## src/rtl/spb_pkg.sv

```systemverilog
package spb_pkg;
  typedef enum logic [1:0] {
    SQ_IDLE  = 2'd0,
    SQ_SAVE2 = 2'd1,
    SQ_REST2 = 2'd2,
    SQ_REST3 = 2'd3
  } seq_state_e;

  localparam logic [1:0] LSEL_ISP  = 2'd0;
  localparam logic [1:0] LSEL_SSP  = 2'd1;
  localparam logic [1:0] LSEL_USP  = 2'd2;
  localparam logic [1:0] LSEL_MODE = 2'd3;

  localparam int PTR_ISP = 0;
  localparam int PTR_SSP = 1;
  localparam int PTR_USP = 2;
  localparam int NUM_PTR = 3;

  localparam int MODE_BIT = 0;
endpackage

```

## src/rtl/spb_ptr_file.sv

```systemverilog
module spb_ptr_file
  import spb_pkg::*;
#(
  parameter int          DW      = 32,
  parameter logic [31:0] ISP_RST = 32'h0000_0100,
  parameter logic [31:0] SSP_RST = 32'h0000_0080,
  parameter logic [31:0] USP_RST = 32'h0000_00C0
) (
  input  logic          clk,
  input  logic          rst_n,
  input  logic          isp_dec,
  input  logic          isp_inc,
  input  logic          prog_dec,
  input  logic          prog_inc,
  input  logic          mode_clear,
  input  logic          mode_set,
  input  logic          mode_restore,
  input  logic          mode_restore_val,
  input  logic          ld_en,
  input  logic [1:0]    ld_sel,
  input  logic [DW-1:0] ld_data,
  output logic [DW-1:0] isp_o,
  output logic [DW-1:0] ssp_o,
  output logic [DW-1:0] usp_o,
  output logic [DW-1:0] active_o,
  output logic          user_o
);
  localparam logic [DW-1:0] STEP = DW'(DW / 8);

  logic [DW-1:0] ptr_q [NUM_PTR];
  logic [DW-1:0] ptr_d [NUM_PTR];
  logic [NUM_PTR-1:0] ptr_en;
  logic user_q, user_d, user_en;
  int unsigned act_idx;

  assign act_idx = user_q ? PTR_USP : PTR_SSP;

  always_comb begin
    for (int i = 0; i < NUM_PTR; i++) ptr_d[i] = ptr_q[i];
    ptr_en = '0;
    if (isp_dec) begin
      ptr_d[PTR_ISP]  = ptr_q[PTR_ISP] - STEP;
      ptr_en[PTR_ISP] = 1'b1;
    end else if (isp_inc) begin
      ptr_d[PTR_ISP]  = ptr_q[PTR_ISP] + STEP;
      ptr_en[PTR_ISP] = 1'b1;
    end
    if (prog_dec) begin
      ptr_d[act_idx]  = ptr_q[act_idx] - STEP;
      ptr_en[act_idx] = 1'b1;
    end else if (prog_inc) begin
      ptr_d[act_idx]  = ptr_q[act_idx] + STEP;
      ptr_en[act_idx] = 1'b1;
    end
    if (ld_en && ld_sel != LSEL_MODE) begin
      ptr_d[ld_sel]  = ld_data;
      ptr_en[ld_sel] = 1'b1;
    end
  end

  always_comb begin
    user_d  = user_q;
    user_en = 1'b0;
    if (mode_clear) begin
      user_d  = 1'b0;
      user_en = 1'b1;
    end else if (mode_set) begin
      user_d  = 1'b1;
      user_en = 1'b1;
    end else if (mode_restore) begin
      user_d  = mode_restore_val;
      user_en = 1'b1;
    end else if (ld_en && ld_sel == LSEL_MODE) begin
      user_d  = ld_data[MODE_BIT];
      user_en = 1'b1;
    end
  end

  for (genvar g = 0; g < NUM_PTR; g++) begin : g_ptr
    localparam logic [DW-1:0] RV = (g == PTR_ISP) ? DW'(ISP_RST) :
                                   (g == PTR_SSP) ? DW'(SSP_RST) : DW'(USP_RST);
    logic [DW-1:0] q;
    always_ff @(posedge clk or negedge rst_n) begin
      if (!rst_n)         q <= RV;
      else if (ptr_en[g]) q <= ptr_d[g];
    end
    assign ptr_q[g] = q;
  end

  always_ff @(posedge clk or negedge rst_n) begin
    if (!rst_n)       user_q <= 1'b0;
    else if (user_en) user_q <= user_d;
  end

  assign isp_o    = ptr_q[PTR_ISP];
  assign ssp_o    = ptr_q[PTR_SSP];
  assign usp_o    = ptr_q[PTR_USP];
  assign active_o = ptr_q[act_idx];
  assign user_o   = user_q;


  push_moves_down_chk: assert property (@(posedge clk) disable iff (!rst_n)
    (prog_dec && !mode_clear && !mode_set && !mode_restore && !ld_en)
      |=> active_o == $past(active_o) - STEP);


  exc_save_drops_mode_chk: assert property (@(posedge clk) disable iff (!rst_n)
    mode_clear |=> !user_o);
endmodule

```

## src/rtl/spb_exc_seq.sv

```systemverilog
module spb_exc_seq
  import spb_pkg::*;
#(
  parameter int DW = 32
) (
  input  logic          clk,
  input  logic          rst_n,
  input  logic          start_save,
  input  logic          start_rest,
  input  logic [DW-1:0] save_word_i,
  input  logic [DW-1:0] rdata_i,
  output logic          busy_o,
  output logic          save2_o,
  output logic          rest2_o,
  output logic          rest3_o,
  output logic [DW-1:0] hold_o
);
  seq_state_e st_q, st_d;
  logic [DW-1:0] hold_q, hold_d;
  logic hold_en;

  always_comb begin
    st_d = st_q;
    unique case (st_q)
      SQ_IDLE: begin
        if (start_save)      st_d = SQ_SAVE2;
        else if (start_rest) st_d = SQ_REST2;
      end
      SQ_SAVE2: st_d = SQ_IDLE;
      SQ_REST2: st_d = SQ_REST3;
      SQ_REST3: st_d = SQ_IDLE;
      default:  st_d = SQ_IDLE;
    endcase
  end

  always_comb begin
    hold_d  = hold_q;
    hold_en = 1'b0;
    if (st_q == SQ_IDLE && start_save) begin
      hold_d  = save_word_i;
      hold_en = 1'b1;
    end else if (st_q == SQ_REST2) begin
      hold_d  = rdata_i;
      hold_en = 1'b1;
    end
  end

  always_ff @(posedge clk or negedge rst_n) begin
    if (!rst_n) st_q <= SQ_IDLE;
    else        st_q <= st_d;
  end

  always_ff @(posedge clk or negedge rst_n) begin
    if (!rst_n)       hold_q <= '0;
    else if (hold_en) hold_q <= hold_d;
  end

  assign busy_o  = (st_q != SQ_IDLE);
  assign save2_o = (st_q == SQ_SAVE2);
  assign rest2_o = (st_q == SQ_REST2);
  assign rest3_o = (st_q == SQ_REST3);
  assign hold_o  = hold_q;


  save_second_beat_chk: assert property (@(posedge clk) disable iff (!rst_n)
    (!busy_o && start_save) |=> save2_o);


  restore_three_beat_chk: assert property (@(posedge clk) disable iff (!rst_n)
    rest2_o |=> rest3_o);
endmodule

```

## src/rtl/spb_ctrl.sv

```systemverilog
module spb_ctrl
  import spb_pkg::*;
#(
  parameter int          DW      = 32,
  parameter logic [31:0] ISP_RST = 32'h0000_0100,
  parameter logic [31:0] SSP_RST = 32'h0000_0080,
  parameter logic [31:0] USP_RST = 32'h0000_00C0
) (
  input  logic          clk,
  input  logic          rst_n,
  input  logic          push_i,
  input  logic          pop_i,
  input  logic          popret_i,
  input  logic [DW-1:0] push_data_i,
  input  logic          exc_enter_i,
  input  logic [DW-1:0] exc_ret_addr_i,
  input  logic [DW-1:0] exc_status_i,
  input  logic          exc_return_i,
  input  logic          jusr_i,
  input  logic [DW-1:0] jusr_target_i,
  input  logic          ld_en_i,
  input  logic [1:0]    ld_sel_i,
  input  logic [DW-1:0] ld_data_i,
  output logic          mem_req_o,
  output logic          mem_we_o,
  output logic [DW-1:0] mem_addr_o,
  output logic [DW-1:0] mem_wdata_o,
  input  logic [DW-1:0] mem_rdata_i,
  output logic          pop_valid_o,
  output logic [DW-1:0] pop_data_o,
  output logic          pc_load_o,
  output logic [DW-1:0] pc_o,
  output logic          status_valid_o,
  output logic [DW-1:0] status_o,
  output logic          user_mode_o,
  output logic          busy_o,
  output logic          proto_err_o,
  output logic          violation_o,
  output logic [DW-1:0] isp_o,
  output logic [DW-1:0] ssp_o,
  output logic [DW-1:0] usp_o
);
  localparam logic [DW-1:0] STEP = DW'(DW / 8);

  // reset: asserted asynchronously, released on the clock
  logic [1:0] rsync_q;
  logic rst_s_n;
  always_ff @(posedge clk or negedge rst_n) begin
    if (!rst_n) rsync_q <= 2'b00;
    else        rsync_q <= {rsync_q[0], 1'b1};
  end
  assign rst_s_n = rsync_q[1];

  logic busy, save2, rest2, rest3;
  logic [DW-1:0] hold, active_sp, save_word;
  logic user;

  // one command per cycle, fixed priority
  logic idle, take_exc, take_ret, take_jusr, take_ld, stack_ok;
  logic any_pop, take_push, take_pop, clash, ld_ok, ld_bad;

  assign idle      = !busy;
  assign take_exc  = idle && exc_enter_i;
  assign take_ret  = idle && !exc_enter_i && exc_return_i;
  assign take_jusr = idle && !exc_enter_i && !exc_return_i && jusr_i;
  assign take_ld   = idle && !exc_enter_i && !exc_return_i && !jusr_i && ld_en_i;
  assign stack_ok  = idle && !exc_enter_i && !exc_return_i && !jusr_i && !ld_en_i;
  assign any_pop   = pop_i || popret_i;
  assign take_push = stack_ok && push_i;
  assign take_pop  = stack_ok && any_pop && !push_i;
  assign clash     = stack_ok && push_i && any_pop;
  assign ld_ok     = take_ld && !user;
  assign ld_bad    = take_ld && user;

  always_comb begin
    save_word           = exc_status_i;
    save_word[MODE_BIT] = user;
  end

  spb_ptr_file #(
    .DW(DW), .ISP_RST(ISP_RST), .SSP_RST(SSP_RST), .USP_RST(USP_RST)
  ) u_ptrs (
    .clk             (clk),
    .rst_n           (rst_s_n),
    .isp_dec         (take_exc || save2),
    .isp_inc         (take_ret || rest2),
    .prog_dec        (take_push),
    .prog_inc        (take_pop),
    .mode_clear      (take_exc),
    .mode_set        (take_jusr),
    .mode_restore    (rest3),
    .mode_restore_val(hold[MODE_BIT]),
    .ld_en           (ld_ok),
    .ld_sel          (ld_sel_i),
    .ld_data         (ld_data_i),
    .isp_o           (isp_o),
    .ssp_o           (ssp_o),
    .usp_o           (usp_o),
    .active_o        (active_sp),
    .user_o          (user)
  );

  spb_exc_seq #(.DW(DW)) u_seq (
    .clk        (clk),
    .rst_n      (rst_s_n),
    .start_save (take_exc),
    .start_rest (take_ret),
    .save_word_i(save_word),
    .rdata_i    (mem_rdata_i),
    .busy_o     (busy),
    .save2_o    (save2),
    .rest2_o    (rest2),
    .rest3_o    (rest3),
    .hold_o     (hold)
  );

  // memory port
  always_comb begin
    mem_req_o   = 1'b0;
    mem_we_o    = 1'b0;
    mem_addr_o  = '0;
    mem_wdata_o = '0;
    if (take_exc) begin
      mem_req_o = 1'b1; mem_we_o = 1'b1;
      mem_addr_o = isp_o - STEP; mem_wdata_o = exc_ret_addr_i;
    end else if (save2) begin
      mem_req_o = 1'b1; mem_we_o = 1'b1;
      mem_addr_o = isp_o - STEP; mem_wdata_o = hold;
    end else if (take_ret || rest2) begin
      mem_req_o = 1'b1;
      mem_addr_o = isp_o;
    end else if (take_push) begin
      mem_req_o = 1'b1; mem_we_o = 1'b1;
      mem_addr_o = active_sp - STEP; mem_wdata_o = push_data_i;
    end else if (take_pop) begin
      mem_req_o = 1'b1;
      mem_addr_o = active_sp;
    end
  end

  // one-cycle-late result flags
  logic pop_pend_q, ret_pend_q, jusr_pend_q, perr_q, viol_q;
  logic [DW-1:0] jtgt_q;

  always_ff @(posedge clk or negedge rst_s_n) begin
    if (!rst_s_n) begin
      pop_pend_q  <= 1'b0;
      ret_pend_q  <= 1'b0;
      jusr_pend_q <= 1'b0;
      perr_q      <= 1'b0;
      viol_q      <= 1'b0;
    end else begin
      pop_pend_q  <= take_pop;
      ret_pend_q  <= take_pop && popret_i && !pop_i;
      jusr_pend_q <= take_jusr;
      perr_q      <= clash;
      viol_q      <= ld_bad;
    end
  end

  always_ff @(posedge clk or negedge rst_s_n) begin
    if (!rst_s_n)       jtgt_q <= '0;
    else if (take_jusr) jtgt_q <= jusr_target_i;
  end

  assign pop_valid_o    = pop_pend_q;
  assign pop_data_o     = pop_pend_q ? mem_rdata_i : '0;
  assign pc_load_o      = ret_pend_q || jusr_pend_q || rest3;
  assign pc_o           = jusr_pend_q ? jtgt_q : (pc_load_o ? mem_rdata_i : '0);
  assign status_valid_o = rest3;
  assign status_o       = rest3 ? hold : '0;
  assign user_mode_o    = user;
  assign busy_o         = busy;
  assign proto_err_o    = perr_q;
  assign violation_o    = viol_q;


  user_load_refused_chk: assert property (@(posedge clk) disable iff (!rst_s_n)
    (take_ld && user_mode_o) |=> ($stable(isp_o) && $stable(ssp_o) && $stable(usp_o)
                                  && user_mode_o && violation_o));


  clash_flags_error_chk: assert property (@(posedge clk) disable iff (!rst_s_n)
    (!busy_o && push_i && (pop_i || popret_i) && !exc_enter_i && !exc_return_i
     && !jusr_i && !ld_en_i) |=> (proto_err_o && !pop_valid_o));


  busy_blocks_program_sp_chk: assert property (@(posedge clk) disable iff (!rst_s_n)
    (busy_o && !rest3) |=> ($stable(ssp_o) && $stable(usp_o)));


  jump_user_sets_mode_chk: assert property (@(posedge clk) disable iff (!rst_s_n)
    (!busy_o && jusr_i && !exc_enter_i && !exc_return_i) |=> (user_mode_o && pc_load_o));
endmodule

```

## config.mk

```make
export PLATFORM = sky130hd
export DESIGN_NAME = spb_ctrl
export DESIGN_NICKNAME = d
export VERILOG_FILES = /design/src/rtl/spb_pkg.sv /design/src/rtl/spb_ptr_file.sv /design/src/rtl/spb_exc_seq.sv /design/src/rtl/spb_ctrl.sv
export SDC_FILE = /design/constraint.sdc
export NUM_CORES = 1
export LEC_CHECK = 0
export ABC_AREA = 1
export BUFFER_PORTS_ARGS = -buffer_cell sky130_fd_sc_hd__buf_4
export CAP_MARGIN = 20
export CORE_AREA = 2 2 184 186
export CTS_CLUSTER_SIZE = 25
export DETAILED_ROUTE_END_ITERATION = 12
export DIE_AREA = 0 0 186 188
export GPL_ROUTABILITY_DRIVEN = 0
export PLACE_DENSITY = 0.7
export SYNTH_ARGS = -nofsm -noshare
export SYNTH_HDL_FRONTEND = slang
export SYNTH_SLANG_ARGS = --single-unit
export TNS_END_PERCENT = 100
```

## constraint.sdc

```tcl
create_clock -name clk -period 10.1 [get_ports clk]
set_input_delay 0.505 -clock clk [delete_from_list [all_inputs] [get_ports clk]]
set_output_delay 0.505 -clock clk [all_outputs]
set_load 0.02 [all_outputs]
```

# --- After elaboration in Yosys (flattened, before gate mapping) ---
# Cells that the tools add are included.
word_totals:
  register_bits: 170
  inputBits: 203
  out_inout_bits: 265
  word_cells: 140
classes:
  add_sub_neg: 4
  n_lt_le_gt_ge: 8
  n_eq_ne: 6
  muxes: 62
  bitwise: 4
  n_reduce_logical: 43
ops:
  columns: ["op", "count"]
  rows:
  - ["32-bit 2-to-1 mux", 21]
  - ["96-bit bitwise mux", 3]
  - ["96-bit 2-to-1 mux", 3]
  - ["32-bit demux with 2-bit select", 2]
  - ["32-bit by 3-bit adder with 32-bit output, second input constant", 2]
  - ["32-bit binary-select mux with 2-bit select", 1]
  - ["32-bit by 3-bit subtractor with 32-bit output, second input constant", 2]
  - ["33-bit by 3-bit >= comparator with 1-bit output, second input constant", 1]
  - ["33-bit by 1-bit less-than comparator with 1-bit output, second input constant", 1]
  - ["32-bit NOT with 33-bit output", 1]
  - ["32-bit by 1-bit >= comparator with 1-bit output, second input constant", 1]
  - ["32-bit by 3-bit less-than comparator with 1-bit output, second input constant", 1]
  - ["1-bit logical AND", 23]
  - ["1-bit 2-to-1 mux", 23]
  - ["3-bit 2-to-1 mux", 3]
  - ["1-bit logical NOT", 8]
  - ["2-bit equality test, second input constant", 3]
  - ["2-bit 2-to-1 mux", 3]
  - ["2-bit one-hot mux with 3 select lines", 1]
  - ["1-bit logical OR", 5]
  - ["1-bit demux with 2-bit select", 2]
  - ["2-bit AND reduction", 2]
  - ["2-bit nonzero test", 2]
  - ["4-bit nonzero test", 1]
  - ["12 further kinds", 12]

# --- Depth between registers and ports, before layout ---
depth:
  word_depth: 13
  mapped_depth: 18
  mapped_depth_nobuf: 17

# --- By module ---
# From an unflattened synthesis, not the netlist that was laid out.
unflattened:
  cells_unflattened: 2981
  hier_area_um2: 17272.8
by_module_without_submodules:
  columns: ["mod", "n_inst", "cells_per_inst", "area_per_inst_um2", "seq_area_each_um2"]
  rows:
  - ["spb_ptr_file", 1, 1615, 9698.1, 2432.3]
  - ["spb_ctrl", 1, 1071, 5544.1, 975.9]
  - ["spb_exc_seq", 1, 295, 2030.7, 850.8]

# --- Worst setup path before layout ---
# No wires, ideal clock.
synth_timing:
  path_type: "register to output"
  from: "register u_ptrs.user_q, in the netlist u_ptrs.user_o"
  to: "output port mem_addr_o[22]"
  arrival_time_ns: 2.312
  required_time_ns: 9.595
  path_slack_ns: 7.283
  path_stages_with_launch: 12
  n_path_buf: 1
  cell_sequence: "dfrtp_1 buf_6 o21ai_2 ha_1 nand3_1 inv_1 nand2_1 nor2_2 nand2_1 nand2_1 nand2_1 o2111ai_1"
synth_between:
  elab_chain_len: 10
  word_cells_on_any_way: 11
  cone_classes: "add/sub: 1; mux: 9; bitwise: 1"
synth_lines:
  columns: ["item", "line", "source"]
  rows:
  - ["start, declared", "spb_ptr_file.sv:33", "logic user_q, user_d, user_en;"]
  - ["start signal, assigned", "spb_ptr_file.sv:92", "else if (user_en) user_q <= user_d;"]
  - ["2-bit 2-to-1 mux *", "spb_ptr_file.sv:36", "assign act_idx = user_q ? PTR_USP : PTR_SSP;"]
  - ["32-bit NOT with 33-bit output (implied by the code) *", "spb_ptr_file.sv:98", "assign active_o = ptr_q[act_idx];"]
  - ["32-bit binary-select mux with 2-bit select *", "spb_ptr_file.sv:98", null]
  - ["32-bit 2-to-1 mux (implied by the code) * (2 in series)", "spb_ptr_file.sv:98", null]
  - ["32-bit by 3-bit subtractor with 32-bit output or 32-bit 2-to-1 mux (tied branches)", "spb_ctrl.sv:134, spb_ctrl.sv:135", null]
  - ["32-bit 2-to-1 mux *", "spb_ctrl.sv:132", "end else if (take_push) begin"]
  - ["32-bit 2-to-1 mux *", "spb_ctrl.sv:129", "end else if (take_ret || rest2) begin"]
  - ["32-bit 2-to-1 mux *", "spb_ctrl.sv:126", "end else if (save2) begin"]
  - ["32-bit 2-to-1 mux *", "spb_ctrl.sv:123", "if (take_exc) begin"]
  - ["end, declared", "spb_ctrl.sv:26", "output logic [DW-1:0] mem_addr_o,"]
# Mark *: on every way between the ends. The rest lies on a longest branch, timed or not. The select of a mux whose other input is x is not followed.

# --- Worst setup path after layout ---
layout_timing:
  from: "register u_ptrs.user_q, in the netlist u_ptrs.user_o"
  to: "output port mem_addr_o[18]"
# Same word-level chain as after synthesis.

==> results_dict.tcl <==
set metrics [dict create \
    ioPinCount 468 \
    core_area_um2 33100 \
    dieArea_um2 35000 \
    drt_iter0_markers 2284 \
    hp-class "primary input to flip-flop" \
    cts_tree "yes" \
    p_leak_uw 0.0104 \
    path_max_fanout 78 \
    path_clk_slew_ns 0.07 \
    postRouteAntennaNets 0 \
    syn-cell-area_um2 15100 \
    skew_ns 0.0178 \
    vdd_drop_max_mv 0.156 \
    via_per_inst 5.82 \
    die_y_um 188 \
    die_width_um 186 \
    synth_top_family_by_area "simple AND/OR/NAND/NOR gates" \
    cts_setup_buffers 0 \
    whs_ns 0.198 \
    cts_buffers 17 \
    finalSetupTns_ns 0 \
    setup_viol 0 \
    crit_type "flip-flop to primary output" \
    min_from "pop_i" \
    dpl_cell_area_um2 18800 \
    clk_latency_ns 0.47 \
    synthToLayoutAreaGrowth_pct 28.6 \
    cts_buffer_depth 2 \
    tightest_slew_ns 1.10 \
    cts_sinks 170 \
    ys_seq_area_share_pct 28.1 \
    grt_pass1_vias 18112 \
    crit_path_top_delay_cell "dfrtp_4" \
    synth-compound-area-share_pct 18.8 \
    hold_viol 0 \
    drt_pass1_iterations 9 \
    fillers 3279 \
    clockRootBuffer "clkbuf_16" \
    drc 0 \
    synthSimpleGateAreaFrac_pct 37.4 \
    post-dp-hpwl_um 55000 \
    mostFrequentLayoutCell "nand2_1" \
    end_kind "primary output" \
    drv_slew 0 \
    htreeDepth 4 \
    synth_xor_area_share_pct 2.60 \
    cp_cell_sequence "inv_2 > buf_4 > nand2_1 > nand2_1 > inv_1 > ha_1 > nand3_1 > inv_1 > nand2_1 > nor2_2 > xor2_1 > nand2_1 > o2111ai_1 > buf_4" \
    synthMuxAreaShare_pct 0 \
    cp-start-kind "flip-flop" \
    slew_headroom_pct 26.2 \
    vias 19474 \
    p_per_area_nw_per_um2 258 \
    max_stage_delay_ns 0.74 \
    yosysUniqueCellTypes 56 \
    syn_area_per_cell_um2 6.04 \
    synth_warnings 0 \
    final_cell_count_no_fill 3344 \
    ys_seq_elements 170 \
    fin_crit_ns 4.66 \
    finish.instance_area_um2 19500 \
    crit_arrival_ns 4.16 \
    final_cell_mix "nand2_1 (848), buf_4 (488), inv_1 (328)" \
    wl_per_cell_um 21.8 \
    max_cap_viol_count 0 \
    cp_common_cell "nand2_1" \
    netlist_instances 2506 \
    grt_max_degree 79 \
    synth_nets 2713 \
    timing.final.crit_share_pct 46.1 \
    fin_util_pct 58.8 \
    synth_fa_ha_area_share_pct 0.331 \
    antenna_found_initial 6 \
    final_net_count 3087 \
    wirelength_um 72800 \
    drive_above_1_share_pct 21.7 \
    grt_usage_pct 41.1 \
    cp_data_required_time_ns 9.60 \
    rows 67 \
    crit_start "u_ptrs.user_o" \
    fmax_ghz 0.215 \
    start_util_pct 45.7 \
    post_cts_resized 0 \
    grt_pass1_wl_um 108000 \
    status "completed" \
    r2r-start "u_seq.st_q[0]" \
    io_buffers 466 \
    dp_cells 3307 \
    rsz0062_at_grt "no" \
    overflow 0 \
]
[through the flow]
step,worst slack [ns],power [µW]
floorplan,5.02,3020
global placement,5.88,4190
detailed placement,5.85,4230
CTS,5.55,4940
global route,5.23,5300
finish,5.44,5020
[state kept, by name (all words and copies together), names as in the netlist, 2 cells and up]
| register | cells |
|---|---|
| u_seq.st_q | 2 |
| u_ptrs.isp_o | 32 |
| u_ptrs.usp_o | 32 |
| jtgt_q | 32 |
| u_ptrs.ssp_o | 32 |
| u_seq.hold_o | 32 |
| rsync_q | 2 |
[area by class of cell]
class / count / area, µm² / share of cell area, %
clock buffers: 24 / 492 / 2.53
clock inverters: 8 / 110 / 0.566
well taps: 448 / 561 / 2.88
inverters: 350 / 1320 / 6.77
flip-flops and latches: 170 / 4270 / 21.9
multi-input cells: 1851 / 9000 / 46.3
diodes: 3 / 7.51 / 0.0386
repair buffers: 490 / 3700 / 19.0
[metal layers]
metal / share of wire (%) / up-vias / global-route usage, % / routed length, µm
li1: - / 8862 / - / -
met1: 36 / 8980 / 50.4 / 26200
met2: 45 / 1377 / 62.6 / 32500
met3: 12 / 249 / 11.1 / 8380
met4: 7.8 / 6 / 28.3 / 5690
met5: 0.056 / - / 0 / 41
[synthesized netlist by cell type (all sizes together)]
cell     number  area share, %
nor2        197            5.6
o21a          3           0.16
a31oi         7           0.29
dfrtp       166             27
buf          37            1.5
nor3b         1          0.050
o21ai       171            6.1
nor3         29            1.2
o31ai         1          0.050
dfstp         4           0.69
nor4          3           0.12
o22ai        14           0.58
nand4        38            1.6
o21bai        4           0.20
a311oi        2           0.12
xor2         43            2.5
inv         347            8.6
o221ai       44            2.5
nand3       193            6.6
clkbuf       98            2.4
clkinv        3          0.083
a21oi       137            4.5
or2           2          0.083
a22oi         1          0.050
xnor2         1          0.058
conb          1          0.025
and2          2          0.083
ha            4           0.33
o2111ai      23            1.3
o211ai       52            2.6
nand3b        3           0.15
a2111o        1          0.074
nand2       870             22
a211o         3           0.17
a21boi        1          0.050
[worst max-delay path: cells and delay by family (launching register included)]
kind	cells	cell delay [ns]
simple gates	6	0.83
xor+xnor	1	0.43
flops	1	0.74
fa+ha+maj	1	0.23
buf+inv	5	1.23
compound gates	1	0.17
[path summary, 6_finish.rpt]
kind / to / slack (ns) / cells after the start
min reg2reg: proto_err_o / 0.33 / 0
min in group asynchronous: proto_err_o / 0.33 / 0
min: ret_pend_q / 0.20 / 2
max in group asynchronous: u_ptrs.isp_o[22] / 7.51 / 2
max reg2reg: u_ptrs.usp_o[12] / 5.92 / 12
max: mem_addr_o[18] / 5.44 / 14
[power by group]
part	total, µW	leakage (µW)	switching (µW)	internal [µW]
combinational	3120	0.00796	2120	1000
sequential	1200	0.00216	272	927
clock	707	0.000293	313	394
total	5020	0.0104	2700	2320
[kinds of logic (layout without fill, tap and decap cells)]
logic type / Yosys count / after routing
buffers and inverters: 485 / 872
AOI/OAI and AO/OA: 464 / 464
other: 1 / 4
DFF: 170 / 170
xor gates and xnor gates: 44 / 44
adders and majority gates: 4 / 4
and+or+nand+nor: 1338 / 1338
[what timing repair did]
action | in CTS | in global routing
hold buffers | 1 | 0
hold endpoints to repair | 2 | 0
endpoints found under the setup margin | 0 | 0
Power figures use the tool's default switching activity.
